<file path="src/rtl/aes_ks_pkg.sv">
package aes_ks_pkg;
  typedef logic [7:0]  byte_t;
  typedef logic [31:0] word_t;

  localparam int unsigned BLK_W   = 128;
  localparam int unsigned WORD_W  = 32;
  localparam int unsigned N_WORDS = BLK_W / WORD_W;
  localparam byte_t       GF_POLY = 8'h1b;
  localparam byte_t       RC_INIT = 8'h01;
  localparam byte_t       AFF_C   = 8'h63;

  function automatic byte_t xtime(byte_t a);
    return {a[6:0], 1'b0} ^ (a[7] ? GF_POLY : 8'h00);
  endfunction

  function automatic byte_t gf_mul(byte_t a, byte_t b);
    byte_t acc = 8'h00;
    byte_t x   = a;
    for (int i = 0; i < 8; i++) begin
      if (b[i]) acc = acc ^ x;
      x = xtime(x);
    end
    return acc;
  endfunction

  // x^254 = product of x^(2^k), k = 1..7; maps 0 to 0
  function automatic byte_t gf_inv(byte_t a);
    byte_t sq = a;
    byte_t r  = 8'h01;
    for (int k = 1; k < 8; k++) begin
      sq = gf_mul(sq, sq);
      r  = gf_mul(r, sq);
    end
    return r;
  endfunction

  function automatic byte_t rotl8(byte_t a, int unsigned n);
    return byte_t'((a << n) | (a >> (8 - n)));
  endfunction

  function automatic word_t rot_word(word_t w);
    return {w[23:0], w[31:24]};
  endfunction
endpackage

</file>
<file path="src/rtl/aes_sbox_calc.sv">
module aes_sbox_calc
  import aes_ks_pkg::*;
(
  input  byte_t in_i,
  output byte_t out_o
);
  byte_t inv;

  always_comb begin
    inv   = gf_inv(in_i);
    out_o = inv ^ rotl8(inv, 1) ^ rotl8(inv, 2) ^ rotl8(inv, 3) ^ rotl8(inv, 4) ^ AFF_C;
  end
endmodule

</file>
<file path="src/rtl/aes_sub_word.sv">
module aes_sub_word
  import aes_ks_pkg::*;
#(
  parameter int unsigned N_BYTES = 4
) (
  input  logic [8*N_BYTES-1:0] word_i,
  output logic [8*N_BYTES-1:0] word_o
);
  for (genvar g = 0; g < N_BYTES; g++) begin : g_sb
    aes_sbox_calc u_sbox (
      .in_i  (word_i[8*g +: 8]),
      .out_o (word_o[8*g +: 8])
    );
  end
endmodule

</file>
<file path="src/rtl/aes_ks_step.sv">
module aes_ks_step
  import aes_ks_pkg::*;
(
  input  logic [BLK_W-1:0] key_i,
  input  byte_t            rc_i,
  output logic [BLK_W-1:0] key_o
);
  localparam int unsigned LAST = N_WORDS - 1;

  word_t old_w [N_WORDS];
  word_t new_w [N_WORDS];
  word_t sub_w;
  word_t mix_w;

  for (genvar g = 0; g < N_WORDS; g++) begin : g_split
    assign old_w[g] = key_i[BLK_W-1-WORD_W*g -: WORD_W];
  end

  aes_sub_word #(.N_BYTES(WORD_W/8)) u_sub (
    .word_i (rot_word(old_w[LAST])),
    .word_o (sub_w)
  );

  assign mix_w    = sub_w ^ {rc_i, 24'h0};
  assign new_w[0] = old_w[0] ^ mix_w;

  for (genvar g = 1; g < N_WORDS; g++) begin : g_chain
    assign new_w[g] = old_w[g] ^ new_w[g-1];
  end

  for (genvar g = 0; g < N_WORDS; g++) begin : g_join
    assign key_o[BLK_W-1-WORD_W*g -: WORD_W] = new_w[g];
  end
endmodule

</file>
<file path="src/rtl/aes_rkey_gen.sv">
module aes_rkey_gen
  import aes_ks_pkg::*;
#(
  parameter int unsigned N_ROUNDS = 10,
  localparam int unsigned RND_W   = $clog2(N_ROUNDS + 1)
) (
  input  logic             clk_i,
  input  logic             rst_ni,
  input  logic             load_i,
  input  logic [127:0]     key_i,
  input  logic             advance_i,
  output logic [127:0]     rkey_o,
  output logic [RND_W-1:0] round_o,
  output logic             valid_o
);
  localparam logic [RND_W-1:0] LAST_RND = RND_W'(N_ROUNDS);

  logic [BLK_W-1:0] key_q, key_nxt;
  logic [RND_W-1:0] rnd_q;
  byte_t            rc_q;
  logic             vld_q;
  logic             step;

  assign step = advance_i && !load_i && vld_q && (rnd_q != LAST_RND);

  aes_ks_step u_step (
    .key_i (key_q),
    .rc_i  (rc_q),
    .key_o (key_nxt)
  );

  always_ff @(posedge clk_i or negedge rst_ni) begin
    if (!rst_ni) begin
      key_q <= '0;
      rnd_q <= '0;
      rc_q  <= RC_INIT;
      vld_q <= 1'b0;
    end else if (load_i) begin
      key_q <= key_i;
      rnd_q <= '0;
      rc_q  <= RC_INIT;
      vld_q <= 1'b1;
    end else if (step) begin
      key_q <= key_nxt;
      rnd_q <= rnd_q + 1'b1;
      rc_q  <= xtime(rc_q);
    end
  end

  assign rkey_o  = key_q;
  assign round_o = rnd_q;
  assign valid_o = vld_q;
endmodule

</file>
<file path="config.mk">
export PLATFORM = sky130hd
export DESIGN_NAME = aes_rkey_gen
export DESIGN_NICKNAME = d
export VERILOG_FILES = /design/src/rtl/aes_ks_pkg.sv /design/src/rtl/aes_sbox_calc.sv /design/src/rtl/aes_sub_word.sv /design/src/rtl/aes_ks_step.sv /design/src/rtl/aes_rkey_gen.sv
export SDC_FILE = /design/constraint.sdc
export NUM_CORES = 2
export LEC_CHECK = 0
export BUFFER_PORTS_ARGS = -buffer_cell sky130_fd_sc_hd__buf_2
export CAP_MARGIN = 40
export CORE_ASPECT_RATIO = 0.5
export CORE_MARGIN = 2
export CORE_UTILIZATION = 50
export DETAILED_ROUTE_END_ITERATION = 8
export PLACE_DENSITY = 0.67
export SETUP_SLACK_MARGIN = 0.15
export SLEW_MARGIN = 20
export SYNTH_ARGS = -nofsm -noshare
export SYNTH_HDL_FRONTEND = slang
export SYNTH_SLANG_ARGS = --single-unit
</file>
<file path="constraint.sdc">
create_clock -name clk_i -period 24.3 [get_ports clk_i]
set_input_delay 2.43 -clock clk_i [delete_from_list [all_inputs] [get_ports clk_i]]
set_output_delay 2.43 -clock clk_i [all_outputs]
set_load 0.03 [all_outputs]
</file>
==> out/metrics.yaml <==
run_status: "finished, final reports clean"
critPathMaxFanout: 18
synthTopCellsByArea: "xnor2_1, xnor3_1, nor2_1"
gr-total-overflow: 0
synth_commonest_cells: "xnor2_1, nor2_1, nand2_1"
antenna_found_initial: 7
fin_skew_ns: 0.0180
syn_to_final_growth_pct: 6.95
clockBufferDepth: 2
drc: 0
ant_nets: 0
synthMostInstantiatedCell: "xnor2_1"
grtUsageTotal: 0.291
numCtsBuffers: 17
synth-main-ff-cell: "dfrtp_1"
nFillCells: 12600
ctsHoldBuffers: 0
maxCapViolCount: 0
netlist_area_um2: 66100
synth_fp_nets: 8897
io_pins: 265
start_util: 0.504
num_rows: 94
clock-sinks: 141
rsz0062_at_grt: "no"
core_area_um2: 131000
post-cts-setup-buffers: 0
avgSynthCellArea_um2: 7.57
yosysTopAreaCell: "xnor2_1"
seq_area_frac_synth: 0.0534
finalCritPeriodShare: 0.786
dp_hpwl_um: 150000
fmax_mhz: 52.4
syn_inst: 8744
dieArea_um2: 135000
synth_edf_count: 0
fin_crit_ns: 19.10
required_ns: 24.63
yosysUniqueCellTypes: 130
async_reset_ff_frac: 1.00
yosysWarningCount: 0
cp.arrival_ns: 19.43
num-nets-final: 8899
drtIter0Drc: 6533
gp_congestion: 0.946
die_width_um: 518
cpMaxStageDelayCell: "xor3_1"
grt_pass1_wl_um: 327000
ctsResizeCount: 0
hp-class: "register to register"
vias_per_cell: 6.02
clk_pin_slew_ns: 0.07
maxSlewHeadroom: 0.404
fin_ws_ns: 5.20
post-place-ws_ns: 4.95
dieHeight_um: 261
finalMaxSlewViolations: 0
final.setup.tns_ns: 0
cts_tree: "built"
holdWs_ns: 0.535
drive_above_1_share: 0.119
synth-seq-cells: 141
root_buffer: "clkbuf_16"
end_kind: "register"
port_buffers: 264
vias: 63500
worst_pin_slew_ns: 0.888
synth.top_cell.area_share: 0.215
critPathLaunchType: "register"
worst_skew_pair.late_latency_ns: 0.48
path_class: "register to register"
dr.pass1.iters: 6
max_stage_delay_ns: 0.76
wl_per_cell_um: 19.6
h-tree-depth: 4
setup_viol_count_final: 0
hold_viol: 0
grt_pass1_vias: 57400
grt_start_max_net_pins: 84
drt-total-wl_um: 206000
==> worst max-delay path, delay by kind of cell (launching register included) <==
family / cells / cell delay, ns
multiplexers: 1 / 0.36
flip-flops: 1 / 0.75
buffers and inverters: 2 / 0.53
adder cells (fa/ha/maj): 2 / 0.93
XOR/XNOR: 33 / 14.10
AND/OR/NAND/NOR: 7 / 1.29
AO/OA/AOI/OAI: 5 / 0.95
==> stage by stage <==
step	instances	area, um2	utilization
after CTS	10500	70500	0.536
after global placement	10400	69500	0.529
after floorplan	8744	66100	-
after detailed placement	10500	69900	0.532
final	10500	70700	0.539
after global routing	10500	70700	0.539
==> layer usage <==
metal  track usage  vias to the layer above  wire length, um
li1              -                    30400                -
met1         0.412                    30200            92200
met2         0.473                     2552            95400
met3        0.0161                      271            12500
met4        0.0970                        0             6360
met5             0                        -                0
==> kinds of logic (layout without fill, tap and decap cells) <==
family / Yosys count / in the layout / share of synthesized area
XOR/XNOR: 2660 / 2660 / 0.461
buffers and inverters: 726 / 741 / 0.0466
flip-flops: 141 / 141 / 0.0534
AO/OA/AOI/OAI: 1895 / 1895 / 0.192
multiplexers: 280 / 280 / 0.0437
other: 0 / 7 / 0
AND/OR/NAND/NOR: 3020 / 3020 / 0.200
adder cells (fa/ha/maj): 22 / 22 / 0.00412
==> path summary, 6_finish.rpt <==
check	startpoint	endpoint	slack [ns]	cells after the start
setup / recovery	rkey_o[15]	rkey_o[55]	5.20	50
hold / removal	rc_q[6]	rc_q[7]	0.54	2
setup reg to reg	rkey_o[15]	rkey_o[55]	5.20	50
hold reg to reg	rc_q[6]	rc_q[7]	0.54	2
max in group asynchronous	rst_ni	rkey_o[44]	21.27	4
min in group asynchronous	rst_ni	rkey_o[93]	1.73	1
==> cells in the final DEF (no fill, tap or decap), types with 132 or more instances in the layout <==
master,netlist,routed
xnor2_1,1626,1587
nor2_1,1124,1121
nand2_1,1020,1020
xor2_1,465,451
a21oi_1,421,420
o21ai_0,416,416
xnor3_1,326,326
buf_4,35,291
buf_2,134,270
mux2i_1,232,232
nand3_1,231,231
nor3_1,203,202
dfrtp_1,140,140
xnor2_2,94,132
==> layout make-up <==
class / instances / area, um2 / share of cell area
clock inverter: 14 / 153 / 0.00216
sequential: 141 / 3530 / 0.0499
antenna: 7 / 17.5 / 0.000248
multi-input combinational: 7877 / 60000 / 0.848
clock buffer: 18 / 439 / 0.00621
tap: 1776 / 2220 / 0.0314
timing repair buffer: 602 / 4010 / 0.0567
inverter: 107 / 402 / 0.00568
==> sequential cells by signal (all words and copies together), names as in the netlist <==
register / count
round_o: 4
valid_o: 1
rc_q: 8
rkey_o: 128
Power is left out: the tool's default activity adds up to more than one toggle a clock period on the data nets, which glitch-free logic cannot reach.
